`src/rtl/hi_mem_alias_decoder.sv`:
```
module hi_mem_alias_decoder #(
  parameter int AW = 32,
  parameter int OW = 20
) (
  input  logic          clk,
  input  logic          rst_n,
  input  logic          ctl_wr,
  input  logic [7:0]    ctl_wdata,
  output logic [7:0]    ctl_rdata,
  input  logic [AW-1:0] cpu_addr,
  output logic [2:0]    tgt_code,
  output logic [OW-1:0] map_addr
);
  localparam logic [2:0] T_NONE = 3'd0, T_RAM = 3'd1, T_XGFX = 3'd2, T_TEXT = 3'd3,
                         T_PLA = 3'd4, T_PLB = 3'd5, T_PLE = 3'd6, T_LOW = 3'd7;
  localparam int HW = AW - OW;
  localparam logic [HW-1:0] SEG_16M = HW'(12'h00F);
  localparam logic [HW-1:0] SEG_TOP = {HW{1'b1}};

  logic alias_on;

  always_ff @(posedge clk or negedge rst_n)
    if (!rst_n)      alias_on <= 1'b1;
    else if (ctl_wr) alias_on <= ~ctl_wdata[2];

  assign ctl_rdata = {5'b0, ~alias_on, 2'b0};

  logic [HW-1:0] seg;
  logic [OW-1:0] off;
  assign seg = cpu_addr[AW-1:OW];
  assign off = cpu_addr[OW-1:0];

  always_comb begin
    tgt_code = T_NONE;
    map_addr = off;
    if (seg == SEG_TOP) begin
      if (off >= OW'(20'hA0000)) tgt_code = T_LOW;
    end else if (seg == SEG_16M) begin
      if (!alias_on)                     tgt_code = T_RAM;
      else if (off < OW'(20'hA0000))     tgt_code = T_XGFX;
      else if (off < OW'(20'hA8000)) begin tgt_code = T_TEXT; map_addr = OW'(off[14:0]); end
      else if (off < OW'(20'hB0000)) begin tgt_code = T_PLA;  map_addr = OW'(off[14:0]); end
      else if (off < OW'(20'hC0000)) begin tgt_code = T_PLB;  map_addr = OW'(off[15:0]); end
      else if (off < OW'(20'hE0000))     tgt_code = T_LOW;
      else if (off < OW'(20'hE8000)) begin tgt_code = T_PLE;  map_addr = OW'(off[14:0]); end
      else                               tgt_code = T_LOW;
    end
  end
endmodule

```
`config.mk`:
```
export PLATFORM = sky130hd
export DESIGN_NAME = hi_mem_alias_decoder
export DESIGN_NICKNAME = d
export VERILOG_FILES = /design/src/rtl/hi_mem_alias_decoder.sv
export SDC_FILE = /design/constraint.sdc
export NUM_CORES = 1
export LEC_CHECK = 0
export BUFFER_PORTS_ARGS = -buffer_cell sky130_fd_sc_hd__buf_2
export CORE_MARGIN = 4
export CORE_UTILIZATION = 26
export CTS_CLUSTER_DIAMETER = 80
export CTS_CLUSTER_SIZE = 8
export DETAILED_ROUTE_END_ITERATION = 12
export PLACE_DENSITY = 0.77
export SYNTH_ARGS = -nofsm -noshare
export SYNTH_HDL_FRONTEND = slang
export SYNTH_SLANG_ARGS = --single-unit
```
`constraint.sdc`:
```
create_clock -name clk -period 1.9 [get_ports clk]
set_input_delay 0.285 -clock clk [delete_from_list [all_inputs] [get_ports clk]]
set_output_delay 0.285 -clock clk [all_outputs]
set_load 0.005 [all_outputs]
```
==> results.txt, run 1 <==
crit path time final = 1.88 ns
HPWL Detailed = 843 um
Yosys top cell by area = buf_4
Final Util = 31.4%
ant diodes = 0
DR iter-0 viols = 6
CP arrival = 1.59 ns
count leader, synth = buf_4
unrepaired setup endpoints after global routing = true
Crit. End Element = output port
Area growth syn-to-layout = 12.8%
routed vias/inst = 4.87
total number of vias = 433
DRC errors left = 0
Worst-path clk slew = 0 ns
gr usage total = 7.03%
pins over their slew limit = 0
Mean Syn Cell Area = 7.40 um2
setup TNS = 0 ns
Die Footprint = 2360 um2
share of layout cells above drive strength 1 = 52.1%
final period utilization = 98.8%
Setup violations, final = 0
worst hold path type = in -> async
CTS Hold Bufs = 0
status = completed
most flop-heavy register = alias_on
top-area cell type share of the netlist area = 38.5%
Critical Path RT = 1.62 ns
Clock Latency Late Sink = 0 ns
Crit Path Max Fanout = 5
power per cell area = 197 nW/um2
Fin Clk Skew = 0 ns
largest net degree at the start of global routing = 9
part of the Yosys area used for sequential elements = 6.12%
global-route wire length before repair = 1500 um
asr flop ratio synth = 100%
Primary FF master, synth = dfstp_2
WL/cell = 11.2 um
Netlist Area Pre-Place = 429 um2
max-cap violations = 0
synth top area cells = buf_4 (38%), dfstp_2 (6.1%), o31a_1 (6.1%)
initial antenna violation count = 0
RePlAce Congestion = 0.705
iteration count of the initial detailed-routing pass = 4
Detail Route Antenna Nets = 0
Peak VDD IR = 0.000113 V
Yosys cell types = 21
row cnt = 14
FILL cells = 164
Cell Count, Final, Fillers Out = 89
vias in the first global route = 376
Fin. Hold Viols = 0
dpl cells = 88
Critical Path Start Type = input pin
Final #Nets = 118
Syn. warnings = 0
synth cell count leaders = buf_4 (22), o21ai_0 (4)
post-synthesis register bit count = 1
Die Span Y = 48.6 um
final wirelength = 1000 um
starting density of the core = 27.8%
register area = 26.3 um2
fmax = 532 MHz
Largest regs = alias_on (1)
Crit Path Category = in -> out
cell count after synthesis = 58
core footprint = 1540 um2
leakage = 0.243 nW
Pwr Total = 95.5 uW
I/O Buffers = 29
area of the multi-input gates = 258 um2
global route total overflow = 0
max reg flops = 1
Post-synth EDFFs = 0
Die X = 48.6 um
I/O Pins = 74
final hold slack = 0.221 ns
-- what timing repair did --
item | 4_1_cts | 5_1_grt
setup buffers | 1 | 0
pin swaps | 1 | 3
resized for setup | 0 | 3
cloned | 0 | 0
setup endpoints to repair | 2 | 4
-- power by group --
part / internal [mW] / total (mW) / leakage (nW) / switching [mW]
registers: 0.0252 / 0.0288 / 0.0105 / 0.00363
logic: 0.0357 / 0.0667 / 0.232 / 0.0310
clock network: 0 / 0 / 0 / 0
-- critical path: stages --
cell and delay, ns:
buf_6 0.09, or4_4 0.53, nor2_4 0.18, nand4_4 0.12, o31a_1 0.26, buf_2 0.13
-- cell type report --
class / instances / share of cell area, %
Multi-Input combinational cell: 39 / 53.2
Timing Repair Buffer: 31 / 35.7
Sequential cell: 1 / 5.43
Tap cell: 16 / 4.13
Inverter: 2 / 1.55
-- cells by family (layout without fill, tap and decap cells) --
group / after synthesis / count (layout) / synth area share [%]
other cells: 1 / 7 / 0.874
simple gates: 19 / 19 / 33.2
buf+inv: 24 / 33 / 40.2
flops: 1 / 1 / 6.12
compound gates: 13 / 13 / 19.5
-- stage by stage --
| stage | cell area, um2 | setup slack (ns) |
|---|---|---|
| final | 484 | 0.0220 |
| after global routing | 484 | -0.0144 |
| after CTS | 467 | -0.0114 |
| after detailed placement | 459 | -0.00875 |
| after global placement | 459 | 0.0129 |
| after floorplan | 452 | 0.262 |
-- cells in the final DEF, fill, tap and decap left out, types with 3 or more instances in the layout --
master    n
o21a_1    3
o31a_1    3
a21oi_1   3
buf_2    27
o21ai_0   4
conb_1    7
nand2_1   3
-- final timing paths --
path | startpoint | end | slack [ns] | cells after the start
max | cpu_addr[25] | map_addr[18] | 0.02 | 6
min | rst_n | alias_on | 0.22 | 1
max reg2reg | alias_on | alias_on | 1.09 | 2
min reg2reg | alias_on | alias_on | 0.55 | 2
max in group asynchronous | rst_n | alias_on | 1.66 | 1
min in group clk | ctl_wdata[2] | alias_on | 0.42 | 2
-- routing by layer --
layer / share of wire, % / GRT usage, % / vias to the layer above
met4: 0.60 / 0.897 / 0
li1: - / - / 206
met1: 35 / 9.39 / 186
met3: 21 / 2.15 / 2
met2: 43 / 11.3 / 39
met5: 0 / 0 / -
(Power assumes the default switching activity.)
==> run 2, diff against run 1 <==
--- a/config.mk
+++ b/config.mk
@@ -12,6 +12,7 @@
 export CTS_CLUSTER_SIZE = 8
 export DETAILED_ROUTE_END_ITERATION = 12
 export PLACE_DENSITY = 0.77
+export REMOVE_ABC_BUFFERS = 1
 export SYNTH_ARGS = -nofsm -noshare
 export SYNTH_HDL_FRONTEND = slang
 export SYNTH_SLANG_ARGS = --single-unit
==> results.txt, run 2 (synthesis gave the netlist of run 1 again) <==
status = completed
row cnt = 14
global-route wire length before repair = 1890 um
CP arrival = 1.59 ns
met1 usage = 10.8%
worst setup path start = cpu_addr[29]
slowest cell on the critical path = or4_4
R2R cell count = 2
Critical Path RT = 1.62 ns
Die X = 48.6 um
most flop-heavy register = alias_on
Fin Clk Skew = 0 ns
gr usage total = 9.53%
Clock Latency Late Sink = 0 ns
FILL cells = 172
fmax = 534 MHz
GRT busiest layer = met2
FF-to-FF setup slack = 1.08 ns
Crit. End Element = output port
Critical Path Start Type = input pin
global route total overflow = 0
worst reg2reg path endpoint = alias_on
met3 usage = 8.90%
initial antenna violation count = 0
Worst-path clk slew = 0 ns
area of the multi-input gates = 258 um2
routed vias/inst = 4.80
WL/cell = 14.2 um
power per cell area = 197 nW/um2
max-cap violations = 0
CP top delay family = simple AND/OR/NAND/NOR gates
Peak VDD IR = 0.000106 V
unrepaired setup endpoints after global routing = true
RePlAce Congestion = 0.716
starting density of the core = 27.8%
most frequent cells in the layout = buf_2 (27), conb_1 (7), o21ai_0 (4)
share of layout cells above drive strength 1 = 52.1%
Crit Path Max Fanout = 3
final wirelength = 1260 um
core footprint = 1540 um2
total number of vias = 427
vias in the first global route = 421
met2 Use GR = 13.0%
DR iter-0 viols = 3
pins over their slew limit = 0
Critical Path Sink = map_addr[19]
CTS Hold Bufs = 0
Final #Nets = 118
Largest regs = alias_on (1)
Area growth syn-to-layout = 12.8%
final period utilization = 98.6%
leakage = 0.243 nW
Pwr Total = 95.6 uW
commonest non-fill, non-tap cell in the layout = buf_2
I/O Pins = 74
crit path time final = 1.87 ns
register area = 26.3 um2
Buf/Inv on CP = 2
Crit Path Category = in -> out
Die Span Y = 48.6 um
I/O Buffers = 29
Cell Count, Final, Fillers Out = 89
reg-to-reg startpoint = alias_on
Setup violations, final = 0
Levels on crit path = 6
worst hold path type = in -> async
crit-path cells = buf_6 -> or4_4 -> nor2_4 -> nand3_2 -> o31a_1 -> buf_2
dpl cells = 88
largest net degree at the start of global routing = 9
HPWL Detailed = 1100 um
Fin. Hold Viols = 0
max incr delay on CP = 0.53 ns
iteration count of the initial detailed-routing pass = 4
ant diodes = 0
Die Footprint = 2360 um2
DRC errors left = 0
max reg flops = 1
Detail Route Antenna Nets = 0
run 2: power breakdown:
part | switching, mW | internal (mW) | leakage, nW
logic | 0.0312 | 0.0357 | 0.232
registers | 0.00357 | 0.0252 | 0.0105
clock network | 0 | 0 | 0
total | 0.0348 | 0.0608 | 0.243
run 2: per-stage QoR:
step           TNS, ns  util, %  cell area, um2  hold WS (ns)  setup WS [ns]
4_1_cts              0     29.8             459         0.224        0.00176
2_1_floorplan        0        -             287         0.137          0.262
5_1_grt        -0.0795     31.4             484         0.231        -0.0358
3_3_place_gp         0     29.8             459         0.219        0.00692
3_5_place_dp         0     29.8             459         0.223        0.00122
6_report             0     31.4             484         0.222         0.0257
run 2: how the worst min path moves through the flow:
stage,end,cells past startpoint
floorplan,alias_on,0
global placement,alias_on,1
detailed placement,alias_on,1
CTS,alias_on,1
global route,alias_on,1
finish,alias_on,1
run 2: worst reg2reg max path, delay by kind of cell, from the launching register on:
kind | cells | cell delay, ns
AOI/OAI and AO/OA | 1 | 0.11
DFF | 1 | 0.57
and+or+nand+nor | 1 | 0.06
run 2: what timing repair did:
| action | CTS | global route |
|---|---|---|
| gates resized for setup | 0 | 3 |
| setup endpoints to repair | 0 | 3 |
| setup buffers | 0 | 1 |
run 2: area by class of cell:
class,count,share of cell area (%)
timing repair buffer,31,35.7
multi-input combinational,39,53.2
tap,16,4.13
sequential,1,5.43
inverter,2,1.55
run 2: metal layers:
metal	part of all wire (%)	vias up
met5	0	-
met4	0	0
met3	20	0
met2	40	42
li1	-	207
met1	40	178
==> run 3, diff against run 2 <==
--- a/config.mk
+++ b/config.mk
@@ -11,7 +11,7 @@
 export CTS_CLUSTER_DIAMETER = 80
 export CTS_CLUSTER_SIZE = 8
 export DETAILED_ROUTE_END_ITERATION = 12
-export PLACE_DENSITY = 0.77
+export PLACE_DENSITY = 0.87
 export REMOVE_ABC_BUFFERS = 1
 export SYNTH_ARGS = -nofsm -noshare
 export SYNTH_HDL_FRONTEND = slang
==> results.txt, run 3 (synthesis gave the netlist of run 1 again) <==
Critical Path Start Type = input pin
Peak VDD IR = 0.0000916 V
Final Instance Area = 479 um2
crit path time final = 1.88 ns
vias in the first global route = 410
Final #Nets = 117
share of layout cells above drive strength 1 = 52.8%
commonest non-fill, non-tap cell in the layout = buf_2
Die Span Y = 48.6 um
met2 Use GR = 12.6%
iteration count of the initial detailed-routing pass = 4
Largest regs = alias_on (1)
GRT busiest layer = met1
global-route wire length before repair = 2030 um
met3 usage = 10.7%
Detail Route Antenna Nets = 0
I/O Pins = 74
max reg flops = 1
FILL cells = 170
register area = 26.3 um2
WL/cell = 15.2 um
DR iter-0 viols = 16
global route total overflow = 0
power per cell area = 203 nW/um2
pins over their slew limit = 0
core footprint = 1540 um2
largest net degree at the start of global routing = 9
ant diodes = 0
gr usage total = 10.5%
Critical Path RT = 1.62 ns
row cnt = 14
Cell Count, Final, Fillers Out = 88
routed vias/inst = 4.98
starting density of the core = 27.8%
Die Footprint = 2360 um2
Fin. Hold Viols = 0
Die X = 48.6 um
leakage = 0.238 nW
Fin Clk Skew = 0 ns
unrepaired setup endpoints after global routing = true
I/O Buffers = 29
Area growth syn-to-layout = 11.7%
Clock Latency Late Sink = 0 ns
total number of vias = 438
fmax = 533 MHz
most frequent cells in the layout = buf_2 (27), conb_1 (7), o21ai_0 (4)
CP arrival = 1.59 ns
DRC errors left = 0
max-cap violations = 0
Crit. End Element = output port
most flop-heavy register = alias_on
dpl cells = 87
status = completed
Crit Path Max Fanout = 5
Setup violations, final = 0
area of the multi-input gates = 260 um2
Crit Path Category = in -> out
final period utilization = 98.7%
final wirelength = 1340 um
met1 usage = 12.9%
worst hold path type = in -> async
RePlAce Congestion = 0.772
placed cell area = 452 um2
HPWL Detailed = 1160 um
initial antenna violation count = 0
Worst-path clk slew = 0 ns
-- run 3: cell types whose count changed in the layout (fill, tap and decap cells not counted) --
| cell | delta |
|---|---|
| buf_4 | -1 |
| and4_1 | -1 |
| and4_4 | +1 |
-- run 3: what timing repair did --
item / in CTS / in global routing
pin swaps: 2 / 3
setup endpoints to repair: 3 / 6
hold buffers: 0 / 0
resized for setup: 2 / 3
setup buffers: 0 / 1
-- run 3: report_power, final --
group	internal (mW)	switching, mW	leakage [nW]	total [mW]
combinational	0.0366	0.0320	0.227	0.0687
clock	0	0	0	0
sequential	0.0252	0.00345	0.0105	0.0286
-- run 3: path summary, 6_finish.rpt --
check,start,endpoint,slack (ns),depth (start not counted)
worst max register to register,alias_on,alias_on,1.08,2
worst min register to register,alias_on,alias_on,0.54,2
min in group clk,ctl_wdata[2],alias_on,0.43,2
worst min-delay path,rst_n,alias_on,0.22,1
max in group asynchronous,rst_n,alias_on,1.66,1
worst max-delay path,cpu_addr[29],map_addr[18],0.02,6
-- run 3: critical path: stages --
cell	delay [ns]
buf_6	0.09
or4_4	0.53
nor2_4	0.17
nand4_4	0.12
o31a_1	0.26
buf_2	0.13
-- run 3: final cells by class --
type                    count  share of cell area [%]
flip-flops and latches      1                    5.48
repair buffers             30                    34.5
inverters                   2                    1.57
multi-input cells          39                    54.3
well taps                  16                    4.18
-- run 3: per-stage QoR --
| stage | power, mW | hold WS, ns | TNS (ns) | setup WS [ns] | utilization, % |
|---|---|---|---|---|---|
| final | 0.0973 | 0.218 | 0 | 0.0243 | 31.1 |
| after global routing | 0.107 | 0.233 | -0.0605 | -0.0352 | 31.1 |
| after CTS | 0.0936 | 0.219 | 0 | 0.0117 | 30.0 |
| after detailed placement | 0.0914 | 0.219 | -0.0398 | -0.0225 | 29.3 |
| after global placement | 0.0886 | 0.217 | 0 | 0.00455 | 29.3 |
| after floorplan | 0.0539 | 0.137 | 0 | 0.262 | - |
-- run 3: per-layer routing --
| metal | wire, um | up-vias |
|---|---|---|
| li1 | - | 207 |
| met3 | 370 | 0 |
| met5 | 0 | - |
| met4 | 0 | 0 |
| met1 | 500 | 181 |
| met2 | 466 | 50 |
